### config.mk
export PLATFORM = sky130hd
export DESIGN_NAME = uart_fifo_trig
export DESIGN_NICKNAME = d
export VERILOG_FILES = /design/src/rtl/uft_pkg.sv /design/src/rtl/uft_queue.sv /design/src/rtl/uft_level.sv /design/src/rtl/uart_fifo_trig.sv
export SDC_FILE = /design/constraint.sdc
export NUM_CORES = 1
export LEC_CHECK = 0
export ABC_AREA = 1
export BUFFER_PORTS_ARGS = -buffer_cell sky130_fd_sc_hd__buf_2
export CORE_UTILIZATION = 40
export CTS_CLUSTER_SIZE = 28
export DETAILED_ROUTE_END_ITERATION = 10
export PLACE_DENSITY = 0.56
export SLEW_MARGIN = 20
export SYNTH_ARGS = -nofsm -noshare
export SYNTH_HDL_FRONTEND = slang
export SYNTH_SLANG_ARGS = --single-unit
### constraint.sdc
create_clock -name clk -period 9.8 [get_ports clk]
set_input_delay 2.45 -clock clk [delete_from_list [all_inputs] [get_ports clk]]
set_output_delay 2.45 -clock clk [all_outputs]
set_load 0.01 [all_outputs]
### src/rtl/uft_pkg.sv
package uft_pkg;

  // Effective trigger level: 1 when queues are off or level is 0,
  // saturated at the queue depth when programmed above it.
  function automatic int unsigned eff_level(input logic en,
                                            input int unsigned lvl,
                                            input int unsigned depth);
    if (!en || lvl == 0) return 1;
    if (lvl > depth) return depth;
    return lvl;
  endfunction

endpackage

### src/rtl/uft_queue.sv
module uft_queue #(
  parameter int W     = 8,
  parameter int DEPTH = 64,
  localparam int AW   = (DEPTH > 1) ? $clog2(DEPTH) : 1,
  localparam int CW   = $clog2(DEPTH + 1)
) (
  input  logic          clk,
  input  logic          rst_n,
  input  logic          single,
  input  logic          flush,
  input  logic          push,
  input  logic [W-1:0]  din,
  input  logic          pop,
  output logic [W-1:0]  dout,
  output logic [CW-1:0] count,
  output logic          full,
  output logic          empty
);

  logic [W-1:0]  mem [DEPTH];
  logic [AW-1:0] wptr, rptr;
  logic [CW-1:0] cap;
  logic          push_ok, pop_ok;

  assign cap     = single ? CW'(1) : CW'(DEPTH);
  assign full    = (count >= cap);
  assign empty   = (count == '0);
  assign push_ok = push && !full && !flush;
  assign pop_ok  = pop && !empty && !flush;
  assign dout    = mem[rptr];

  function automatic logic [AW-1:0] bump(input logic [AW-1:0] p);
    return (p == AW'(DEPTH - 1)) ? '0 : p + AW'(1);
  endfunction

  always_ff @(posedge clk) begin
    if (push_ok) mem[wptr] <= din;
  end

  always_ff @(posedge clk or negedge rst_n) begin
    if (!rst_n) begin
      wptr  <= '0;
      rptr  <= '0;
      count <= '0;
    end else if (flush) begin
      wptr  <= '0;
      rptr  <= '0;
      count <= '0;
    end else begin
      if (push_ok) wptr <= bump(wptr);
      if (pop_ok)  rptr <= bump(rptr);
      case ({push_ok, pop_ok})
        2'b10:   count <= count + CW'(1);
        2'b01:   count <= count - CW'(1);
        default: count <= count;
      endcase
    end
  end


  push_full_chk: assert property (@(posedge clk) disable iff (!rst_n)
    (push && full && !pop && !flush) |=> $stable(count));


  pop_empty_chk: assert property (@(posedge clk) disable iff (!rst_n)
    (pop && empty && !flush) |=> $stable(rptr));


  cap_bound_chk: assert property (@(posedge clk) disable iff (!rst_n)
    (!flush && !single) |=> (count <= CW'(DEPTH)));

endmodule

### src/rtl/uft_level.sv
module uft_level #(
  parameter int DEPTH = 64,
  localparam int TW   = $clog2(DEPTH + 1)
) (
  input  logic          en,
  input  logic [TW-1:0] lvl,
  input  logic [TW-1:0] fill,
  output logic          hit
);

  logic [TW-1:0] eff;

  assign eff = TW'(uft_pkg::eff_level(en, int'(unsigned'(lvl)), DEPTH));
  assign hit = (fill >= eff);

endmodule

### src/rtl/uart_fifo_trig.sv
module uart_fifo_trig #(
  parameter int W     = 8,
  parameter int DEPTH = 64,
  localparam int TW   = $clog2(DEPTH + 1)
) (
  input  logic          clk,
  input  logic          rst_n,
  input  logic          fifo_en,
  input  logic [TW-1:0] tx_trig,
  input  logic [TW-1:0] rx_trig,
  input  logic          wr_valid,
  input  logic [W-1:0]  wr_data,
  output logic          wr_ready,
  output logic          tx_out_valid,
  output logic [W-1:0]  tx_out_data,
  input  logic          tx_out_ready,
  input  logic          rx_in_valid,
  input  logic [W-1:0]  rx_in_data,
  input  logic          rd_en,
  output logic [W-1:0]  rd_data,
  input  logic          status_rd,
  output logic          tx_full,
  output logic          rx_ovf,
  output logic          tx_irq,
  output logic          tx_dma,
  output logic          rx_irq,
  output logic          rx_dma
);

  logic          en_q, flush, single;
  logic [TW-1:0] tx_cnt, rx_cnt, cap;
  logic          tx_full_i, tx_empty, rx_full, rx_empty;
  logic [W-1:0]  rx_head;
  logic          drop;

  always_ff @(posedge clk or negedge rst_n) begin
    if (!rst_n) en_q <= 1'b0;
    else        en_q <= fifo_en;
  end

  assign flush  = fifo_en ^ en_q;
  assign single = !en_q;
  assign cap    = single ? TW'(1) : TW'(DEPTH);

  uft_queue #(.W(W), .DEPTH(DEPTH)) u_txq (
    .clk(clk), .rst_n(rst_n), .single(single), .flush(flush),
    .push(wr_valid), .din(wr_data), .pop(tx_out_ready),
    .dout(tx_out_data), .count(tx_cnt), .full(tx_full_i), .empty(tx_empty)
  );

  uft_queue #(.W(W), .DEPTH(DEPTH)) u_rxq (
    .clk(clk), .rst_n(rst_n), .single(single), .flush(flush),
    .push(rx_in_valid), .din(rx_in_data), .pop(rd_en),
    .dout(rx_head), .count(rx_cnt), .full(rx_full), .empty(rx_empty)
  );

  assign wr_ready     = !tx_full_i && !flush;
  assign tx_out_valid = !tx_empty && !flush;
  assign tx_full      = tx_full_i;
  assign drop         = rx_in_valid && rx_full && !flush;

  always_ff @(posedge clk or negedge rst_n) begin
    if (!rst_n)                          rd_data <= '0;
    else if (rd_en && !rx_empty && !flush) rd_data <= rx_head;
  end

  always_ff @(posedge clk or negedge rst_n) begin
    if (!rst_n)         rx_ovf <= 1'b0;
    else if (drop)      rx_ovf <= 1'b1;
    else if (status_rd) rx_ovf <= 1'b0;
  end

  // Channel 0 = transmit (free slots), channel 1 = receive (stored bytes)
  logic [TW-1:0] lvl_a  [2];
  logic [TW-1:0] fill_a [2];
  logic          hit_a  [2];

  assign lvl_a[0]  = tx_trig;
  assign fill_a[0] = cap - tx_cnt;
  assign lvl_a[1]  = rx_trig;
  assign fill_a[1] = rx_cnt;

  for (genvar i = 0; i < 2; i++) begin : g_trig
    uft_level #(.DEPTH(DEPTH)) u_lvl (
      .en(en_q), .lvl(lvl_a[i]), .fill(fill_a[i]), .hit(hit_a[i])
    );
  end

  assign tx_irq = hit_a[0];
  assign tx_dma = hit_a[0];
  assign rx_irq = hit_a[1];
  assign rx_dma = hit_a[1];


  ovf_set_chk: assert property (@(posedge clk) disable iff (!rst_n)
    (rx_in_valid && rx_full && !flush) |=> rx_ovf);


  ovf_clr_chk: assert property (@(posedge clk) disable iff (!rst_n)
    (status_rd && !(rx_in_valid && rx_full && !flush)) |=> !rx_ovf);


  rd_hold_chk: assert property (@(posedge clk) disable iff (!rst_n)
    (rd_en && rx_empty) |=> $stable(rd_data));


  flush_empty_chk: assert property (@(posedge clk) disable iff (!rst_n)
    flush |=> (tx_empty && rx_empty));

endmodule

## After elaboration in Yosys (flattened, before gate mapping)

Memories as Yosys holds them, arrays and structs flattened. A register that Yosys moved wholly into a read port is not among the register bits.
Index checks and enable logic that the tools add are counted.

- Memory bits (writable): 1024
- Register bits after elaboration: 40
- Logic and storage cells: 103
- Memories: 2
- Output and inout bits: 24

- Order comparisons: 6
- Reductions and logical operators: 32
- Multiplexer cells: 37
- Equality and inequality tests: 8
- Bitwise operators: 1
- Add/subtract/negate cells: 9

Memories:

| memory | words | bits a word | rd ports | clocked after Yosys merged registers in | write ports | line | source |
|---|---|---|---|---|---|---|---|
| u_rxq.mem | 64 | 8 | 1 | 1 | 1 | uft_queue.sv:20 | `logic [W-1:0] mem [DEPTH];` |
| u_txq.mem | 64 | 8 | 1 | 0 | 1 | uft_queue.sv:20 |  |

Operator list:

| kind | number |
|---|---|
| $mux 6 | 12 |
| $mux 7 | 9 |
| $ge 7x7->1 | 4 |
| $logic_not 7->1 | 4 |
| $pmux 7 s2 | 2 |
| $add 6x1->6 const B | 4 |
| $eq 6x6->1 const B | 4 |
| $add 7x1->7 const B | 2 |
| $gt 7x7->1 const B | 2 |
| $mux 1 | 14 |
| $sub 7x1->7 const B | 2 |
| $logic_and 1x1->1 | 12 |
| $reduce_bool 2->1 | 5 |
| $logic_not 1->1 | 7 |
| $sub 7x7->7 | 1 |
| $reduce_bool 3->1 | 2 |
| $eq 2x1->1 const B | 2 |
| $eq 2x2->1 const B | 2 |
| $logic_or 1x1->1 | 2 |
| $xor 1x1->1 | 1 |

## Logic depth before layout (Yosys ltp)

Gate-level depths: netlist (run 1).

- Word-level depth: 8
- Gate-level depth with buffers: 20
- Gate-level depth less buffers: 20

## Modules after synthesis

From an unflattened synthesis (run 1), not the netlist that was laid out.

- Cell total of the unflattened synthesis: 4079
- Area, all modules: 45653.8 um^2

By module, submodules not included:

| module | cells each | times used | area each (um^2) |
|---|---|---|---|
| uft_queue (u_rxq) | 1946 | 1 | 22248.8 |
| uft_queue (u_txq) | 1943 | 1 | 22205.0 |
| uart_fifo_trig | 86 | 1 | 609.3 |
| uft_level | 52 | 2 | 295.3 |

## Least setup slack after synthesis (run 1)

Ideal clock, no wire load.

- Path kind: input-to-output
- Start point: input rx_trig[3]
- End point: output rx_irq
- Stages: 13
- Path buffers: 1
- Data required time: 7.350 ns
- Setup slack: 2.938 ns
- Arrival: 4.412 ns
- Cell sequence: nor4_1 -> nand2_1 -> nand2_1 -> nand3_1 -> ha_1 -> a21boi_0 -> o21a_1 -> o21a_1 -> o21a_1 -> o21a_1 -> o21ai_0 -> nand2_1 -> buf_4

- Longest elaborated chain between the ends: 7
- Elaborated cells between the ends (all ways): 11

Ends and longest elaborated chain:

| item | line | source |
|---|---|---|
| from (decl) | uart_fifo_trig.sv:10 | `input logic [TW-1:0] rx_trig,` |
| parallel branches: the longest is 5 deep, another holds $gt 7x7->1 | -- |  |
| $mux 7 * | uft_pkg.sv:9 | `if (lvl > depth) return depth;` |
| $ge 7x7->1 * | uft_level.sv:14 | `assign hit = (fill >= eff);` |
| to (decl) | uart_fifo_trig.sv:26 | `output logic rx_irq,` |

Every way passes the cells marked *. The select of a mux whose other input is x is not followed.

## Final worst setup path (run 1)

- Start point: register u_txq.rptr[0]
- End point: output tx_out_data[5]

- Longest elaborated chain between the ends: 1

Ends and longest elaborated chain:

| item | line | source |
|---|---|---|
| from (decl) | uft_queue.sv:21 | `logic [AW-1:0] wptr, rptr;` |
| from (signal assigned) | uft_queue.sv:51 | `if (pop_ok) rptr <= bump(rptr);` |
| $mem_v2 64x8 | -- |  |
| to (decl) | uart_fifo_trig.sv:15 | `output logic [W-1:0] tx_out_data,` |

No other way between the ends.

==> flow_metrics.tcl, run 1 <==
set metrics [dict create \
    gr-usage-met3 0.0365 \
    synth-compound-area-share 0.128 \
    ir_drop_mv 0.177 \
    top_usage_layer "met1" \
    grt_setup_unrepaired "false" \
    antenna_found_initial 0 \
    yosysTopAreaCell "edfxtp_1" \
    max_cap_violations 0 \
    cts.sinks 1072 \
    rows 120 \
    ant_nets 0 \
    synthAdderAreaFrac 0.00876 \
    grtUsageMet1 0.304 \
    synth_xor_area_frac 0.00464 \
    preCtsSetupSlack_ps 2740 \
    critPathSlowestCell "o311ai_0" \
    setup_ws_ps 2530 \
    power.leakage_nw 16.0 \
    max_freq_mhz 138 \
    hold_class "reg2reg" \
    syn_avg_cell_area_um2 12.5 \
    cts_buffers 111 \
    crit_chain "inv_6 -> buf_4 -> o21ai_0 -> o22ai_1 -> nor2_1 -> o311ai_0 -> nand3_1 -> nand2_1 -> buf_2" \
    holdPathEnd "u_txq.count[6]" \
    dp_hpwl_um 64200 \
    reg2reg_from "en_q" \
    drc 0 \
    power_density_nw_per_um2 251 \
    wl_per_cell_um 22.9 \
    synthesis.area_um2 43700 \
    cts_tree "yes" \
    period_share 0.742 \
    layout-drive-gt1-share 0.0794 \
    critPathMaxFanout 113 \
    die_h_um 333 \
    ff2ff_path_depth 7 \
    port_buffers 61 \
    cp_data_required_time_ps 7350 \
    syn_inst 3505 \
    fin_nets 3571 \
    whs_ps 486 \
    ys_seq_area_frac 0.731 \
    status "finished clean" \
    start_util 0.406 \
    n_antenna_cell 0 \
    slew_viol_final 0 \
    yosys_warnings 0 \
    setup_tns_ps 0 \
    core_area_um2 108000 \
    yosysUniqueCellTypes 49 \
    cts_setup_buffers 0 \
    grt_usage 0.203 \
    cts-root-buf "clkbuf_16" \
    worstMarginPinSlew_ps 1170 \
    gp_congestion 0.819 \
    nFillCells 9644 \
    grt_pass1_wl_um 171000 \
    cts.clk_slew.worst_paths_ps 60 \
    finalCriticalPeriod_ps 7270 \
    worstSetupEndpointType "output port" \
    critical_path_class "reg2out" \
    gr-usage-met2 0.304 \
    synthSimpleGateAreaFrac 0.0987 \
    drtPass1Iterations 5 \
    maxSlewHeadroom 0.207 \
    synth_nets 3573 \
    r2r_end "u_rxq.mem[1][0]" \
    grt_pass1_vias 26300 \
    routed_wl_um 115000 \
    die_w_um 333 \
    cts_hold_buf 0 \
    yosys.area.top_type_share 0.703 \
    h-tree-depth 3 \
    synth_seq_cells 1072 \
    crit_path_start_kind "register" \
    final_common_cell "edfxtp_1" \
    grt_max_degree 202 \
    via_count 28200 \
    arrival_ps 4820 \
    routed_via_density 5.63 \
    finalClockSkew_ps 30.1 \
    synth_mux_area_frac 0 \
    postLayoutCoreUtil 0.454 \
    drt_iter0_markers 2662 \
    dieArea_um2 111000 \
    synthTopCellsByArea "edfxtp_1 (70%), o21ai_0 (6.7%), nor2_1 (6.1%)" \
    timing.reg2reg.setup_slack_ps 5160 \
    cts_resized 0 \
    hold_start "u_txq.count[6]" \
    overflow 0 \
    critPathMaxStageDelay_ps 960 \
    synth_top_family_by_area "compound AO/OA/AOI/OAI gates" \
    ios 62 \
    min_path_cells 2 \
    report.final.setup_viol 0 \
    most-common-layout-cells "edfxtp_1 (1,024), nor2_1 (715), o21ai_0 (589)" \
    areaGrowthSynthToFinish_pct 11.7 \
    cts_buffer_depth 3 \
    hold_viol_final 0 \
    worst_skew_pair.late_latency_ps 710 \
]
-- how the worst max path moves through the flow --
stage / start / to / slack (ps) / cells past startpoint
after floorplan: rx_trig[3] / rx_irq / 2940 / 13
after global placement: rx_trig[3] / rx_irq / 2730 / 14
after detailed placement: rx_trig[3] / rx_irq / 2740 / 14
after CTS: u_txq.rptr[0] / tx_out_data[5] / 2530 / 9
after global routing: u_txq.rptr[0] / tx_out_data[6] / 2270 / 9
final: u_txq.rptr[0] / tx_out_data[5] / 2530 / 9
-- state kept, by name, indices dropped and copies added (netlist names) --
signal	cells
rx_ovf	1
u_txq.mem	512
u_rxq.count	7
u_txq.wptr	6
u_txq.rptr	6
u_rxq.wptr	6
u_txq.count	7
rd_data	8
u_rxq.rptr	6
en_q	1
u_rxq.mem	512
-- stage by stage --
step           cells  cell area [um2]  power (mW)
2_1_floorplan   3505            43700        7.19
3_3_place_gp    4793            45300        8.17
3_5_place_dp    4793            45300        8.18
4_1_cts         5003            48800        12.3
5_1_grt         5003            48800        12.8
6_report        5003            48800        12.3
-- power breakdown --
group / leakage, nW / switching, mW / internal, mW
clock network: 1.74 / 1.77 / 2.40
registers: 9.84 / 0.188 / 5.08
logic: 4.42 / 2.00 / 0.820
-- worst max-delay path, delay by kind of cell (launching register included) --
kind | cells | cell delay [ps]
buffers and inverters | 3 | 1490
AO/OA/AOI/OAI | 3 | 1260
flip-flops | 1 | 810
AND/OR/NAND/NOR | 3 | 510
-- routing by layer --
metal | share of wire | up-vias
met5 | 0 | -
met1 | 0.46 | 14100
met2 | 0.45 | 947
met4 | 0.021 | 0
met3 | 0.071 | 175
li1 | - | 13000
-- synthesized netlist by cell type, drive strengths merged --
library cell and number:
a21boi 2, o21bai 7, buf 46, fa 1, dfrtp 48, nor3 16
ha 29, o2111ai 21, a32o 4, o22a 1, inv 90, xnor2 6
o31ai 6, edfxtp 1024, clkinv 6, o211ai 13, nor2 720, xor2 15
a31oi 3, a211oi 1, o221ai 41, nor3b 1, o21ai 592, o21a 5
a22o 1, nand3 93, a21oi 29, clkbuf 174, nand2 237, a32oi 4
or2 4, nor4 2, o22ai 244, o311ai 7, nand4 12
-- logic make-up after synthesis --
family	after synthesis
flops	1072
buf+inv	316
compound gates	981
simple gates	1085
xor+xnor	21
fa+ha+maj	30
-- area by class of cell --
cell class	instances	area, um2	area share
sequential	1072	32000	0.654
multi-input combinational	2117	10500	0.215
clock buffer	152	3020	0.0619
tap	1403	1760	0.0359
timing repair buffer	105	648	0.0133
clock inverter	58	559	0.0115
inverter	96	379	0.00776
No activity file was read; power rests on OpenSTA's default activity.
==> run 2: changes to the inputs <==
clock period = 7.15 ns   (was 9.8 ns; I/O delays follow)
==> flow_metrics.tcl, run 2 (synthesis results as in run 1) <==
set metrics [dict create \
    status "finished clean" \
    dieArea_um2 111000 \
    nFillCells 9654 \
    setup_tns_ps 0 \
    cts_resized 0 \
    cts_setup_buffers 0 \
    cp_data_required_time_ps 5360 \
    max_cap_violations 0 \
    fin_nets 3567 \
    swShare 0.325 \
    layout-drive-gt1-share 0.0790 \
    finalCriticalPeriod_ps 5900 \
    rows 120 \
    ios 62 \
    post-place-cells 4792 \
    n_antenna_cell 0 \
    preCtsSetupSlack_ps 1450 \
    die_h_um 333 \
    final_cell_count_no_fill 4996 \
    cts_buffer_depth 3 \
    core_area_um2 108000 \
    h-tree-depth 3 \
    min_path_cells 2 \
    power_density_nw_per_um2 342 \
    postLayoutCoreUtil 0.453 \
    ff2ff_path_depth 8 \
    power.total_mw 16.7 \
    drt_iter0_markers 3084 \
    wl_per_cell_um 22.7 \
    most-common-layout-cells "edfxtp_1 (1,024), nor2_1 (715), o21ai_0 (589)" \
    max_freq_mhz 169 \
    holdPathEnd "u_txq.count[6]" \
    ant_nets 0 \
    slew_viol_final 0 \
    grt_pass1_vias 26200 \
    grt_setup_unrepaired "false" \
    via_count 28200 \
    p_switching_mw 5.42 \
    grt_pass1_wl_um 169000 \
    cts_buffers 108 \
    start_util 0.406 \
    hold_start "u_txq.count[6]" \
    antenna_found_initial 2 \
    hold_viol_final 0 \
    cts_tree "yes" \
    routed_via_density 5.65 \
    dp_hpwl_um 63200 \
    report.final.setup_viol 0 \
    maxSlewHeadroom 0.250 \
    critPathMaxFanout 130 \
    final_common_cell "edfxtp_1" \
    overflow 0 \
    ir_drop_mv 0.227 \
    port_buffers 61 \
    cts_hold_buf 0 \
    crit_path_start_kind "register" \
    reg_top3 "u_rxq.mem (512), u_txq.mem (512), rd_data (8)" \
    die_w_um 333 \
    finalClockSkew_ps 34.3 \
    drc 0 \
    cts-root-buf "clkbuf_16" \
    gp_congestion 0.826 \
    timing.reg2reg.setup_slack_ps 2600 \
    sequentialPowerShare 0.430 \
    grt_usage 0.201 \
    r2r_end "u_rxq.mem[1][5]" \
    period_share 0.825 \
    pwr-share-clk 0.334 \
    cts.sinks 1072 \
    critPathMaxStageDelay_ps 900 \
    hold_class "reg2reg" \
    setup_ws_ps 1250 \
    arrival_ps 4110 \
    routed_wl_um 114000 \
    worstSetupEndpointType "output port" \
    power.leakage_nw 16.0 \
    critPathSlowestCell "dfrtp_4" \
    areaGrowthSynthToFinish_pct 11.6 \
    worst_skew_pair.late_latency_ps 700 \
    cts.clk_slew.worst_paths_ps 60 \
    crit_chain "inv_6 -> buf_12 -> o21ai_0 -> o22ai_1 -> or2_2 -> o211ai_1 -> o21ai_0 -> o211ai_1 -> nand2_1 -> buf_2" \
    critical_path_class "reg2out" \
    grt_max_degree 151 \
    internal_power_mw 11.3 \
    reg2reg_from "en_q" \
    power_frac_comb 0.236 \
    drtPass1Iterations 5 \
    worstMarginPinSlew_ps 1120 \
]
[run 2: cell types whose count changed in the layout (fill, tap and decap cells not counted)]
cell / change
clkinv_8: -1
clkinv_16: +1
clkbuf_8: -1
clkinvlp_4: +1
buf_12: +2
clkbuf_1: -10
inv_6: -1
clkinv_2: +4
buf_4: -3
clkinv_1: +5
clkbuf_16: -4
[run 2: how the worst max path moves through the flow]
| stage | end | from |
|---|---|---|
| 2_1_floorplan | rx_irq | rx_trig[3] |
| 3_3_place_gp | rx_irq | rx_trig[3] |
| 3_5_place_dp | rx_dma | rx_trig[3] |
| 4_1_cts | tx_out_data[4] | u_txq.rptr[0] |
| 5_1_grt | tx_out_data[3] | u_txq.rptr[0] |
| 6_report | tx_out_data[4] | u_txq.rptr[0] |
[run 2: area by class of cell]
cell class / count / area, um2 / share of cell area
Timing Repair Buffer: 104 / 666 / 0.0137
Sequential cell: 1072 / 32000 / 0.656
Tap cell: 1403 / 1760 / 0.0360
Multi-Input combinational cell: 2117 / 10500 / 0.216
Clock inverter: 67 / 611 / 0.0125
Clock buffer: 137 / 2870 / 0.0589
Inverter: 96 / 379 / 0.00777
[run 2: worst max-delay path: cells and delay by family, from the launching register on]
kind,cells,cell delay (ps)
buffers and inverters,3,870
AOI/OAI and AO/OA,5,1110
and+or+nand+nor,2,430
DFF,1,900
[run 2: power by group through the flow]
stage / combinational [mW] / sequential (mW) / clock (mW)
after global routing: 4.35 / 7.19 / 5.89
after detailed placement: 3.92 / 7.30 / 0
after CTS: 3.93 / 7.17 / 5.64
after floorplan: 2.68 / 7.16 / 0
final: 3.94 / 7.17 / 5.58
after global placement: 3.91 / 7.30 / 0
[run 2: layer usage]
layer,GRT usage,wire (um)
met3,0.0347,7950
met2,0.295,50300
met5,0,0
met4,0.0571,2500
met1,0.304,52800
[run 2: metrics by stage]
step / hold WS, ps / cell area (um2)
floorplan: 449 / 43700
global placement: 464 / 45300
detailed placement: 483 / 45300
CTS: 498 / 48800
global route: 540 / 48800
finish: 488 / 48800
